==> src/rtl/synth_ctrl_pkg.sv <==
// Package: shared widths, register addresses, control bit positions,
// sequencer states and the staged-setting record.
// Assumes an 8-bit register data path.
package synth_ctrl_pkg;

    localparam int unsigned MULT_W = 5;
    localparam int unsigned DIV_W  = 2;
    localparam int unsigned REF_W  = 8;

    // Register addresses (the decode depends on them)
    localparam logic [1:0] ADDR_CTRL = 2'd0;
    localparam logic [1:0] ADDR_CFG  = 2'd1;
    localparam logic [1:0] ADDR_REF  = 2'd2;
    localparam logic [1:0] ADDR_FEED = 2'd3;

    // Control register bit positions
    localparam int unsigned CTRL_EN_BIT      = 0;
    localparam int unsigned CTRL_CONN_BIT    = 1;
    localparam int unsigned CTRL_CLR_ERR_BIT = 2;
    localparam int unsigned CTRL_CLR_IRQ_BIT = 3;

    // Setting register: multiplier code at the bottom, divider code above it
    localparam int unsigned CFG_DIV_LSB = MULT_W;

    typedef enum logic [1:0] {
        ST_OFF,
        ST_WAIT_LOCK,
        ST_LOCKED,
        ST_CONNECTED
    } seq_state_e;

    typedef struct packed {
        logic [REF_W-1:0]  ref_mhz;
        logic [MULT_W-1:0] mult_code;
        logic [DIV_W-1:0]  div_code;
        logic              en;
        logic              connect;
    } synth_cfg_t;

endpackage

==> src/rtl/synth_lock_sync.sv <==
// Module: multi-flop synchronizer for the asynchronous lock indication.
// Assumes STAGES >= 2; the output lags the input by STAGES clock edges.
module synth_lock_sync #(
    parameter int unsigned STAGES = 2
) (
    input  logic clk,
    input  logic rst_n,
    input  logic async_i,
    output logic sync_o
);

    logic [STAGES-1:0] chain_q;

    // Shift the raw input through the flop chain
    always_ff @(posedge clk) begin
        if (!rst_n) begin
            chain_q <= '0;
        end else begin
            chain_q <= {chain_q[STAGES-2:0], async_i};
        end
    end

    assign sync_o = chain_q[STAGES-1];

endmodule

==> src/rtl/synth_range_chk.sv <==
// Module: combinational window check of a setting.
// The output frequency is ref*M and the core frequency is ref*M*P,
// with M = code+1 and P = 2^(code+1). All frequencies are whole MHz.
module synth_range_chk
    import synth_ctrl_pkg::*;
#(
    parameter int unsigned REF_MIN = 10,
    parameter int unsigned REF_MAX = 25,
    parameter int unsigned OUT_MIN = 10,
    parameter int unsigned OUT_MAX = 60,
    parameter int unsigned CCO_MIN = 156,
    parameter int unsigned CCO_MAX = 320
) (
    input  logic [REF_W-1:0]  ref_mhz_i,
    input  logic [MULT_W-1:0] mult_code_i,
    input  logic [DIV_W-1:0]  div_code_i,
    output logic              valid_o
);

    localparam int unsigned OUT_W = REF_W + MULT_W + 1;
    localparam int unsigned CCO_W = OUT_W + (1 << DIV_W);

    logic [MULT_W:0]  mult_val;
    logic [DIV_W:0]   shamt;
    logic [OUT_W-1:0] out_mhz;
    logic [CCO_W-1:0] cco_mhz;
    logic             ref_ok, out_ok, cco_ok;

    // Derive output and core frequencies, then compare each with its window
    always_comb begin
        mult_val = {1'b0, mult_code_i} + {{MULT_W{1'b0}}, 1'b1};
        shamt    = {1'b0, div_code_i} + {{DIV_W{1'b0}}, 1'b1};
        out_mhz  = OUT_W'(ref_mhz_i) * OUT_W'(mult_val);
        cco_mhz  = CCO_W'(out_mhz) << shamt;
        ref_ok   = (ref_mhz_i >= REF_W'(REF_MIN)) && (ref_mhz_i <= REF_W'(REF_MAX));
        out_ok   = (out_mhz >= OUT_W'(OUT_MIN)) && (out_mhz <= OUT_W'(OUT_MAX));
        cco_ok   = (cco_mhz >= CCO_W'(CCO_MIN)) && (cco_mhz <= CCO_W'(CCO_MAX));
        valid_o  = ref_ok && out_ok && cco_ok;
    end

endmodule

==> src/rtl/synth_cfg_regs.sv <==
// Module: staging registers, the two-write feed detector and the active
// setting. A commit pulse is raised by the feed detector; the active copy
// loads only when the parent confirms with commit_ok_i in the same cycle.
module synth_cfg_regs
    import synth_ctrl_pkg::*;
#(
    parameter int unsigned DATA_W  = 8,
    parameter int unsigned REF_RST = 12,
    parameter logic [7:0]  KEY_A   = 8'hAA,
    parameter logic [7:0]  KEY_B   = 8'h55
) (
    input  logic              clk,
    input  logic              rst_n,
    input  logic              wr_en,
    input  logic [1:0]        wr_addr,
    input  logic [DATA_W-1:0] wr_data,
    input  logic              commit_ok_i,
    output synth_cfg_t        pend_o,
    output logic [MULT_W-1:0] act_mult_o,
    output logic [DIV_W-1:0]  act_div_o,
    output logic              feed_done_o,
    output logic              clr_err_o,
    output logic              clr_irq_o
);

    synth_cfg_t        pend_q;
    logic [MULT_W-1:0] act_mult_q;
    logic [DIV_W-1:0]  act_div_q;
    logic              armed_q;
    logic              is_feed, is_ctrl;

    assign is_feed     = wr_en && (wr_addr == ADDR_FEED);
    assign is_ctrl     = wr_en && (wr_addr == ADDR_CTRL);
    assign feed_done_o = is_feed && armed_q && (wr_data[7:0] == KEY_B);
    assign clr_err_o   = is_ctrl && wr_data[CTRL_CLR_ERR_BIT];
    assign clr_irq_o   = is_ctrl && wr_data[CTRL_CLR_IRQ_BIT];

    // Arm on the first key; any following write disarms or completes
    always_ff @(posedge clk) begin
        if (!rst_n) begin
            armed_q <= 1'b0;
        end else if (wr_en) begin
            armed_q <= is_feed && (wr_data[7:0] == KEY_A);
        end
    end

    // Capture software writes into the staging registers
    always_ff @(posedge clk) begin
        if (!rst_n) begin
            pend_q.ref_mhz   <= REF_W'(REF_RST);
            pend_q.mult_code <= '0;
            pend_q.div_code  <= '0;
            pend_q.en        <= 1'b0;
            pend_q.connect   <= 1'b0;
        end else if (wr_en) begin
            case (wr_addr)
                ADDR_CTRL: begin
                    pend_q.en      <= wr_data[CTRL_EN_BIT];
                    pend_q.connect <= wr_data[CTRL_CONN_BIT];
                end
                ADDR_CFG: begin
                    pend_q.mult_code <= wr_data[MULT_W-1:0];
                    pend_q.div_code  <= wr_data[CFG_DIV_LSB +: DIV_W];
                end
                ADDR_REF: pend_q.ref_mhz <= wr_data[REF_W-1:0];
                default: ;
            endcase
        end
    end

    // Load the active setting on an accepted commit
    always_ff @(posedge clk) begin
        if (!rst_n) begin
            act_mult_q <= '0;
            act_div_q  <= '0;
        end else if (commit_ok_i) begin
            act_mult_q <= pend_q.mult_code;
            act_div_q  <= pend_q.div_code;
        end
    end

    assign pend_o     = pend_q;
    assign act_mult_o = act_mult_q;
    assign act_div_o  = act_div_q;

    // the active setting holds unless a commit was accepted
    a_r3_active_hold: assert property (@(posedge clk) disable iff (!rst_n)
        !commit_ok_i |=> ($stable(act_mult_q) && $stable(act_div_q)));

    // a commit is accepted only while a feed is in progress
    a_r3_commit_from_feed: assert property (@(posedge clk) disable iff (!rst_n)
        commit_ok_i |-> (is_feed && armed_q));

endmodule

==> src/rtl/synth_seq.sv <==
// Module: enable / lock-wait / connect sequencer with lock-loss fallback
// and the two sticky status flags. Commits are single-cycle events;
// lock_s_i is the already synchronized lock.
module synth_seq
    import synth_ctrl_pkg::*;
(
    input  logic clk,
    input  logic rst_n,
    input  logic lock_s_i,
    input  logic commit_ok_i,
    input  logic feed_rej_i,
    input  logic req_en_i,
    input  logic req_conn_i,
    input  logic clr_err_i,
    input  logic clr_irq_i,
    output logic synth_en_o,
    output logic bypass_o,
    output logic seq_err_o,
    output logic lock_irq_o
);

    seq_state_e state_q, state_d;
    logic       conn_bad, lost;
    logic       err_q, irq_q;

    // Next state from commit events and lock transitions
    always_comb begin
        state_d  = state_q;
        conn_bad = 1'b0;
        lost     = 1'b0;
        if (commit_ok_i) begin
            if (!req_en_i) begin
                state_d = ST_OFF;
            end else begin
                case (state_q)
                    ST_OFF: begin
                        state_d  = ST_WAIT_LOCK;
                        conn_bad = req_conn_i;
                    end
                    ST_WAIT_LOCK: conn_bad = req_conn_i;
                    ST_LOCKED: begin
                        if (!lock_s_i) begin
                            state_d  = ST_WAIT_LOCK;
                            conn_bad = req_conn_i;
                        end else if (req_conn_i) begin
                            state_d = ST_CONNECTED;
                        end
                    end
                    ST_CONNECTED: begin
                        if (!lock_s_i) begin
                            state_d  = ST_WAIT_LOCK;
                            lost     = 1'b1;
                            conn_bad = req_conn_i;
                        end else if (!req_conn_i) begin
                            state_d = ST_LOCKED;
                        end
                    end
                    default: state_d = ST_OFF;
                endcase
            end
        end else begin
            case (state_q)
                ST_WAIT_LOCK: if (lock_s_i) state_d = ST_LOCKED;
                ST_LOCKED:    if (!lock_s_i) state_d = ST_WAIT_LOCK;
                ST_CONNECTED: begin
                    if (!lock_s_i) begin
                        state_d = ST_WAIT_LOCK;
                        lost    = 1'b1;
                    end
                end
                default: ;
            endcase
        end
    end

    // Sequencer state register
    always_ff @(posedge clk) begin
        if (!rst_n) state_q <= ST_OFF;
        else        state_q <= state_d;
    end

    // Sticky flags: setting wins over a clear in the same cycle
    always_ff @(posedge clk) begin
        if (!rst_n) begin
            err_q <= 1'b0;
            irq_q <= 1'b0;
        end else begin
            if (feed_rej_i || conn_bad) err_q <= 1'b1;
            else if (clr_err_i)         err_q <= 1'b0;
            if (lost)                   irq_q <= 1'b1;
            else if (clr_irq_i)         irq_q <= 1'b0;
        end
    end

    assign synth_en_o = (state_q != ST_OFF);
    assign bypass_o   = (state_q != ST_CONNECTED);
    assign seq_err_o  = err_q;
    assign lock_irq_o = irq_q;

    // leaving bypass needs a commit that saw synchronized lock
    a_r7_connect_after_lock: assert property (@(posedge clk) disable iff (!rst_n)
        $fell(bypass_o) |-> ($past(lock_s_i) && $past(commit_ok_i)));

    // a connect commit without lock always sets the error flag
    a_r8_conn_no_lock_err: assert property (@(posedge clk) disable iff (!rst_n)
        (commit_ok_i && req_en_i && req_conn_i && !lock_s_i) |=> (seq_err_o && bypass_o));

    // the interrupt rises only when the connected clock is dropped
    a_r9_loss_falls_back: assert property (@(posedge clk) disable iff (!rst_n)
        $rose(lock_irq_o) |-> (bypass_o && synth_en_o && !$past(bypass_o)));

    // a disabling commit powers down and bypasses
    a_r10_disable: assert property (@(posedge clk) disable iff (!rst_n)
        (commit_ok_i && !req_en_i) |=> (!synth_en_o && bypass_o));

endmodule

==> src/rtl/synth_clk_ctrl.sv <==
// Module: top of the frequency synthesizer controller. It ties together
// the staging registers, the window check, the lock synchronizer and the
// sequencer. It decides whether a completed feed is accepted or refused.
// Assumes one clock domain (the reference clock) and an asynchronous lock input.
module synth_clk_ctrl
    import synth_ctrl_pkg::*;
#(
    parameter int unsigned DATA_W      = 8,
    parameter int unsigned SYNC_STAGES = 2,
    parameter int unsigned REF_RST     = 12,
    parameter int unsigned REF_MIN     = 10,
    parameter int unsigned REF_MAX     = 25,
    parameter int unsigned OUT_MIN     = 10,
    parameter int unsigned OUT_MAX     = 60,
    parameter int unsigned CCO_MIN     = 156,
    parameter int unsigned CCO_MAX     = 320
) (
    input  logic              clk,
    input  logic              rst_n,
    input  logic              wr_en,
    input  logic [1:0]        wr_addr,
    input  logic [DATA_W-1:0] wr_data,
    input  logic              lock_i,
    output logic              synth_en_o,
    output logic              synth_bypass_o,
    output logic [MULT_W-1:0] synth_mult_o,
    output logic [DIV_W-1:0]  synth_div_o,
    output logic              cfg_bad_o,
    output logic              seq_err_o,
    output logic              lock_irq_o
);

    synth_cfg_t pend;
    logic       pend_valid, feed_done, commit_ok, feed_rej;
    logic       clr_err, clr_irq, lock_s;

    // Refuse a feed that would enable with illegal settings
    assign feed_rej  = feed_done && pend.en && !pend_valid;
    assign commit_ok = feed_done && !feed_rej;
    assign cfg_bad_o = !pend_valid;

    synth_cfg_regs #(
        .DATA_W  (DATA_W),
        .REF_RST (REF_RST)
    ) u_regs (
        .clk         (clk),
        .rst_n       (rst_n),
        .wr_en       (wr_en),
        .wr_addr     (wr_addr),
        .wr_data     (wr_data),
        .commit_ok_i (commit_ok),
        .pend_o      (pend),
        .act_mult_o  (synth_mult_o),
        .act_div_o   (synth_div_o),
        .feed_done_o (feed_done),
        .clr_err_o   (clr_err),
        .clr_irq_o   (clr_irq)
    );

    synth_range_chk #(
        .REF_MIN (REF_MIN),
        .REF_MAX (REF_MAX),
        .OUT_MIN (OUT_MIN),
        .OUT_MAX (OUT_MAX),
        .CCO_MIN (CCO_MIN),
        .CCO_MAX (CCO_MAX)
    ) u_range (
        .ref_mhz_i   (pend.ref_mhz),
        .mult_code_i (pend.mult_code),
        .div_code_i  (pend.div_code),
        .valid_o     (pend_valid)
    );

    synth_lock_sync #(
        .STAGES (SYNC_STAGES)
    ) u_sync (
        .clk     (clk),
        .rst_n   (rst_n),
        .async_i (lock_i),
        .sync_o  (lock_s)
    );

    synth_seq u_seq (
        .clk         (clk),
        .rst_n       (rst_n),
        .lock_s_i    (lock_s),
        .commit_ok_i (commit_ok),
        .feed_rej_i  (feed_rej),
        .req_en_i    (pend.en),
        .req_conn_i  (pend.connect),
        .clr_err_i   (clr_err),
        .clr_irq_i   (clr_irq),
        .synth_en_o  (synth_en_o),
        .bypass_o    (synth_bypass_o),
        .seq_err_o   (seq_err_o),
        .lock_irq_o  (lock_irq_o)
    );

    // the enable never rises out of a commit of illegal settings
    a_r5_enable_needs_valid: assert property (@(posedge clk) disable iff (!rst_n)
        $rose(synth_en_o) |-> $past(pend_valid));

    // a refused feed leaves the active setting untouched and flags it
    a_r5_refuse_flags: assert property (@(posedge clk) disable iff (!rst_n)
        feed_rej |=> (seq_err_o && $stable(synth_mult_o) && $stable(synth_div_o)));

endmodule

==> config.mk <==
export PLATFORM = sky130hd
export DESIGN_NAME = synth_clk_ctrl
export DESIGN_NICKNAME = d
export VERILOG_FILES = /design/src/rtl/synth_ctrl_pkg.sv /design/src/rtl/synth_lock_sync.sv /design/src/rtl/synth_range_chk.sv /design/src/rtl/synth_cfg_regs.sv /design/src/rtl/synth_seq.sv /design/src/rtl/synth_clk_ctrl.sv
export SDC_FILE = /design/constraint.sdc
export NUM_CORES = 1
export LEC_CHECK = 0
export ABC_AREA = 1
export BUFFER_PORTS_ARGS = -buffer_cell sky130_fd_sc_hd__buf_2
export CAP_MARGIN = 10
export CORE_MARGIN = 4
export CORE_UTILIZATION = 40
export CTS_BUF_LIST = sky130_fd_sc_hd__clkbuf_8
export DETAILED_ROUTE_END_ITERATION = 6
export GPL_ROUTABILITY_DRIVEN = 0
export GPL_TIMING_DRIVEN = 0
export SLEW_MARGIN = 10
export SYNTH_ARGS = -nofsm -noshare
export SYNTH_HDL_FRONTEND = slang
export SYNTH_SLANG_ARGS = --single-unit
==> constraint.sdc <==
create_clock -name clk -period 13.2 [get_ports clk]
set_input_delay 1.32 -clock clk [delete_from_list [all_inputs] [get_ports clk]]
set_output_delay 1.32 -clock clk [all_outputs]
set_load 0.02 [all_outputs]
==> impl_metrics.json, run 1 <==
{
  "clk_latency_ps": 270,
  "cts_tree": "done",
  "multi_input_area_um2": 2380,
  "worstSetupEndpointType": "output pin",
  "drt_iter0_markers": 203,
  "synth.distinct_cells": 41,
  "pwr-share-comb": 0.350,
  "clk_path_buf_depth": 2,
  "synth_compound_area_frac": 0.116,
  "ctsResizeCount": 0,
  "cp_max_fo": 8,
  "final_antenna_net_count": 0,
  "diodes": 0,
  "required_ps": 11880,
  "muxShareOfSynthArea": 0,
  "grt_start_max_net_pins": 11,
  "setup_viol": 0,
  "slew-limit-headroom": 0.718,
  "cts_hold_buffers": 0,
  "timing.final.hold_violations": 0,
  "die_w_um": 101,
  "tns_ps": 0,
  "drtPass1Iterations": 4,
  "synth_seq_cells": 31,
  "fin_cells": 658,
  "htreeDepth": 2,
  "crit_chain": "buf_6 -> inv_6 -> o31ai_1 -> nand2_1 -> inv_1 -> nand2_1 -> fa_1 -> inv_1 -> fa_1 -> inv_1 -> fa_1 -> inv_1 -> ha_1 -> nand2_1 -> inv_1 -> a21oi_1 -> nand3_1 -> nand2_1 -> nand3_1 -> nor2_1 -> nand3_1 -> nor2_1 -> nand2_2 -> buf_2",
  "status": "complete, no violations",
  "overflow": 0,
  "path_clk_slew_ps": 70,
  "die_h_um": 101,
  "seqPwrFrac": 0.336,
  "cpPeakStageDelay_ps": 530,
  "antenna_found_initial": 0,
  "maxSlewViolCount": 0,
  "fin_util": 0.460,
  "syn-cell-area_um2": 3460,
  "finalWirelength_mm": 7.92,
  "worstSetupPathType": "flip-flop to output pin",
  "internal-power_uw": 197,
  "worstPathArrival_ps": 4880,
  "power.density_nw_per_um2": 79.3,
  "start_kind": "flip-flop",
  "netSwitchingPower_uw": 107,
  "rsz0062_at_grt": "false",
  "cts_buffers": 5,
  "slowest_stage": "fa_1",
  "hold_depth": 2,
  "grt_pass1_vias": 3195,
  "grt_usage": 0.167,
  "clock_sinks": 31,
  "num_vias": 3244,
  "ios": 26,
  "max-cap-violations": 0,
  "power.leakage_uw": 0.00204,
  "viasPerCell": 4.93,
  "rows": 33,
  "dp_hpwl_mm": 6.75,
  "synth_top_family_by_area": "simple AND/OR/NAND/NOR gates",
  "cts_setup_buffers": 0,
  "cts-root-buf": "clkbuf_8",
  "synthSimpleGateAreaFrac": 0.336,
  "syn_nets": 584,
  "period_share": 0.470,
  "seqCellArea_um2": 621,
  "max-vdd-ir-drop_mv": 0.0545,
  "final_layout_size_suffix_gt1_frac": 0.110,
  "tightestPinTransition_ps": 420,
  "drc": 0,
  "hold_class": "flip-flop to flip-flop",
  "fin_crit_ps": 6200,
  "initial_core_util": 0.415,
  "yosysWarnings": 0,
  "sw_frac_of_total": 0.351,
  "core_um2": 8340,
  "syn2layout_area_growth_pct": 10.7,
  "max_freq_ghz": 0.161,
  "dp_cells": 650,
  "nets": 615,
  "synth_area_per_cell_um2": 6.65,
  "fillCellCount": 880,
  "synth_fa_ha_area_frac": 0.231,
  "yosysSeqAreaShare": 0.179,
  "power.share.clock": 0.314,
  "wire_per_inst_um": 12.0,
  "io_buffers": 24,
  "skew_ps": 5.06,
  "ff2ff_path_depth": 29,
  "grt_pass1_wl_mm": 14.4,
  "cp_common_cell": "inv_1",
  "hp-start": "u_sync.chain_q[0]",
  "die_area_um2": 10200,
  "startpoint": "u_regs.pend_o[4]",
  "r2r_start": "u_regs.pend_o[4]",
  "synthCells": 521,
  "synthXorXnorAreaFrac": 0.00506
}
==> sequential cells by signal, indices dropped and copies added, names as in the netlist <==
| name | count |
|---|---|
| u_regs.pend_o | 17 |
| u_regs.act_mult_o | 5 |
| u_regs.act_div_o | 2 |
| u_seq.state_q | 2 |
| u_sync.chain_q | 2 |
| u_regs.armed_q | 1 |
| u_seq.lock_irq_o | 1 |
| u_seq.seq_err_o | 1 |
==> Yosys cell counts <==
cell	n	share of area
nand2_1	131	0.14
inv_1	90	0.098
nor2_1	57	0.062
nand3_1	46	0.066
dfxtp_1	31	0.18
a21oi_1	28	0.040
o21ai_0	27	0.039
fa_1	25	0.14
ha_1	24	0.087
nand4_1	8	0.014
clkbuf_1	4	0.0043
o21ai_2	4	0.010
a31oi_1	3	0.0054
buf_6	3	0.0098
nand2_2	3	0.0054
nand3b_1	3	0.0065
nor3_1	3	0.0043
a21oi_2	2	0.0051
clkbuf_8	2	0.0079
nand2_4	2	0.0065
nand3_2	2	0.0058
nor4_1	2	0.0036
o211ai_1	2	0.0043
xor2_1	2	0.0051
a21o_1	1	0.0022
a21o_2	1	0.0025
a22oi_1	1	0.0022
and2_1	1	0.0018
buf_12	1	0.0058
buf_2	1	0.0014
clkinv_1	1	0.0011
inv_2	1	0.0011
inv_4	1	0.0018
inv_6	1	0.0025
nand3_4	1	0.0051
nor2_2	1	0.0018
nor4_4	1	0.0061
o21bai_1	1	0.0022
o31ai_1	1	0.0022
or2_2	1	0.0018
or2_4	1	0.0025
==> final cells by class <==
class	instances	share of cell area
Tap cell	105	0.0343
Inverter	94	0.0940
Sequential cell	31	0.162
Clock buffer	6	0.0215
Clock inverter	2	0.00914
Multi-Input combinational cell	385	0.621
Timing Repair Buffer	24	0.0313
Buffer	11	0.0264
==> critical path: cells and delay by family (launching register included) <==
family / cells / cell delay [ps]
adders and majority gates: 4 / 1890
and+or+nand+nor: 10 / 1170
buffers and inverters: 8 / 760
AOI/OAI and AO/OA: 2 / 430
DFF: 1 / 350
==> routing by layer <==
layer	share of wire	GRT usage	routed length, µm	up-vias
met5	0	0	0	-
met4	0.0043	0.0225	34	0
met3	0.023	0.0173	181	4
met1	0.50	0.233	3970	1484
li1	-	-	-	1714
met2	0.47	0.287	3730	42
==> logic make-up after synthesis <==
kind of cell,after synthesis
AO/OA/AOI/OAI,71
AND/OR/NAND/NOR,263
adder cells (fa/ha/maj),49
flip-flops,31
buffers and inverters,105
XOR/XNOR,2
==> worst paths after layout <==
check	to	slack, ps
max	cfg_bad_o	7000
min reg2reg	u_sync.chain_q[1]	420
min	u_sync.chain_q[1]	420
max reg2reg	u_seq.state_q[0]	8140
==> per-stage QoR <==
stage	area [µm²]	power [µW]	hold WS, ps	setup WS (ps)
after global routing	3830	330	443	6630
after CTS	3830	307	420	6980
after global placement	3720	209	393	7330
final	3830	304	416	7000
after detailed placement	3720	210	402	7270
after floorplan	3460	186	390	7950
==> power by group through the flow <==
stage          registers, µW  logic [µW]  clock network (µW)
2_1_floorplan            103        82.7                   0
3_3_place_gp             104         105                   0
3_5_place_dp             104         106                   0
4_1_cts                  102         107                97.7
5_1_grt                  103         125                 102
6_report                 102         106                95.5
==> cell usage in the layout, fill, tap and decap left out, types with 2 or more instances in the layout <==
cell and count:
a21oi_1 28, a21oi_2 2, a31oi_1 3, buf_2 25, buf_6 3, clkbuf_1 4, clkbuf_8 8, dfxtp_1 31
fa_1 25, ha_1 24, inv_1 90, nand2_1 131, nand2_2 3, nand2_4 2, nand3_1 46, nand3_2 2
nand3b_1 3, nand4_1 8, nor2_1 57, nor3_1 3, nor4_1 2, o211ai_1 2, o21ai_0 27, o21ai_2 4
xor2_1 2
(Power assumes the default switching activity.)
==> run 2, diff against run 1 <==
==> constraint.sdc (replaced) <==
create_clock -name clk -period 5.3 [get_ports clk]
set_input_delay 0.53 -clock clk [delete_from_list [all_inputs] [get_ports clk]]
set_output_delay 0.53 -clock clk [all_outputs]
set_load 0.02 [all_outputs]
==> run 2 against run 1 <==
- total power grew to 2.6 times the previous value
- count of clock-buffer cells in the layout is the same
- clock power grew 150%
- clock skew is essentially flat
- sequential share of layout area shrank 0.71 points
- register-to-register slack lost 7800 ps
- cell count grew 1.2%
- sequential cell count is the same
- global-route usage grew 0.11 points
- design area grew 5.2%
- setup slack lost 6800 ps
- highest routed layer unchanged
==> impl_metrics.json, run 2 (synthesis results as in run 1) <==
{
  "largest_register_ffs": 17,
  "htreeDepth": 2,
  "final_antenna_net_count": 0,
  "grt_start_max_net_pins": 11,
  "max_freq_ghz": 0.195,
  "timing.final.hold_violations": 0,
  "drc": 0,
  "cpPeakStageDelay_ps": 540,
  "cts_hold_buffers": 0,
  "antenna_found_initial": 0,
  "nets": 623,
  "io_buffers": 24,
  "reg2reg_to": "u_seq.state_q[0]",
  "worstPathArrival_ps": 4610,
  "r2r_start": "u_regs.pend_o[4]",
  "max-vdd-ir-drop_mv": 0.138,
  "die_w_um": 101,
  "grt_pass1_vias": 3225,
  "rows": 33,
  "status": "complete, no violations",
  "min_to": "u_sync.chain_q[1]",
  "worstSetupPathType": "flip-flop to output pin",
  "worstSetupEndpointType": "output pin",
  "cts-root-buf": "clkbuf_8",
  "max-cap-violations": 0,
  "initial_core_util": 0.415,
  "clock_sinks": 31,
  "final_cell_mix": "126 x nand2_1, 86 x inv_1, 50 x nor2_1, 45 x nand3_1, 28 x dfxtp_1",
  "cp_common_cell": "fa_1",
  "slowest_stage": "fa_1",
  "path_clk_slew_ps": 70,
  "cts_tree": "done",
  "crit_chain": "buf_6 -> nand4_1 -> nor2_2 -> inv_2 -> nor2_4 -> fa_1 -> fa_1 -> inv_1 -> fa_1 -> inv_1 -> ha_4 -> or2_4 -> nand3b_1 -> nand2_1 -> nor2_1 -> nand4_1 -> nor2_1 -> nand3_1 -> nor2_2 -> nand2_2 -> buf_4",
  "r2r_slack_ps": 360,
  "grt_pass1_wl_mm": 14.5,
  "clk_path_buf_depth": 2,
  "power.leakage_uw": 0.00208,
  "dp_cells": 650,
  "maxSlewViolCount": 0,
  "die_area_um2": 10200,
  "overflow": 0,
  "tightestPinTransition_ps": 421,
  "ff2ff_path_depth": 27,
  "cts_buffers": 5,
  "period_share": 0.969,
  "grt_usage": 0.169,
  "ios": 26,
  "num_vias": 3310,
  "hold_depth": 2,
  "wire_per_inst_um": 12.3,
  "finalWirelength_mm": 8.17,
  "fin_cells": 666,
  "layout_commonest_cell": "nand2_1",
  "core_um2": 8340,
  "hold_class": "flip-flop to flip-flop",
  "dp_hpwl_mm": 6.75,
  "final_layout_size_suffix_gt1_frac": 0.173,
  "drt_iter0_markers": 157,
  "slew-limit-headroom": 0.717,
  "clk_latency_ps": 270,
  "required_ps": 4770,
  "hp-start": "u_sync.chain_q[0]",
  "setup_viol": 0,
  "fin_crit_ps": 5140,
  "syn2layout_area_growth_pct": 16.4,
  "start_kind": "flip-flop",
  "startpoint": "u_regs.pend_o[4]",
  "viasPerCell": 4.97,
  "skew_ps": 5.34,
  "die_h_um": 101,
  "power.density_nw_per_um2": 193,
  "cp_max_fo": 4,
  "diodes": 0,
  "drtPass1Iterations": 5,
  "totalPowerFinal_uw": 777
}
[run 2: changes by cell type in the layout (fill, tap and decap cells not counted), sizes merged]
| cell | change |
|---|---|
| buf | +9 |
| clkbuf | -1 |
[run 2: how the worst max path moves through the flow]
| stage | endpoint | slack, ps | cells after the start |
|---|---|---|---|
| 2_1_floorplan | u_seq.state_q[0] | 790 | 29 |
| 3_3_place_gp | cfg_bad_o | 220 | 25 |
| 3_5_place_dp | cfg_bad_o | 160 | 24 |
| 4_1_cts | cfg_bad_o | 60 | 23 |
| 5_1_grt | cfg_bad_o | -60 | 24 |
| 6_report | cfg_bad_o | 160 | 21 |
[run 2: per-layer routing]
metal / vias to the layer above / global-route usage / share of wire
li1: 1729 / - / -
met1: 1529 / 0.232 / 0.49
met2: 47 / 0.288 / 0.48
met3: 5 / 0.0201 / 0.024
met4: 0 / 0.0276 / 0.0061
met5: - / 0 / 0
[run 2: area by class of cell]
cell class	instances	area (µm²)
Buffer	10	97.6
Clock inverter	2	35.0
Timing Repair Buffer	33	190
Multi-Input combinational cell	385	2510
Inverter	94	360
Tap cell	105	131
Clock buffer	6	82.6
Sequential cell	31	624
Fill cell	851	4310
[run 2: critical path: cells and delay by family, from the launching register on]
kind | cells | cell delay [ps]
flops | 1 | 370
simple gates | 12 | 1670
fa+ha+maj | 4 | 1770
buf+inv | 5 | 520
[run 2: report_power, final]
group	switching (µW)	leakage, µW	internal (µW)
clock	85.8	0.0000612	152
sequential	11.9	0.000254	243
combinational	176	0.00176	108
total	274	0.00208	504
[run 2: repair_timing]
item / 4_1_cts / 5_1_grt
setup buffers: 3 / 6
cloned: 0 / 0
pin swaps: 5 / 15
resized for setup: 6 / 28
endpoints found under the setup margin: 1 / 10
[run 2: stage by stage]
stage	setup slack [ps]	utilization	cell area, µm²	setup TNS (ps)	hold WS (ps)
floorplan	789	-	3460	0	390
detailed placement	160	0.446	3720	0	402
global placement	217	0.446	3720	0	393
global route	-61.5	0.484	4030	-61.5	443
finish	163	0.484	4030	0	416
CTS	55.1	0.465	3880	0	420
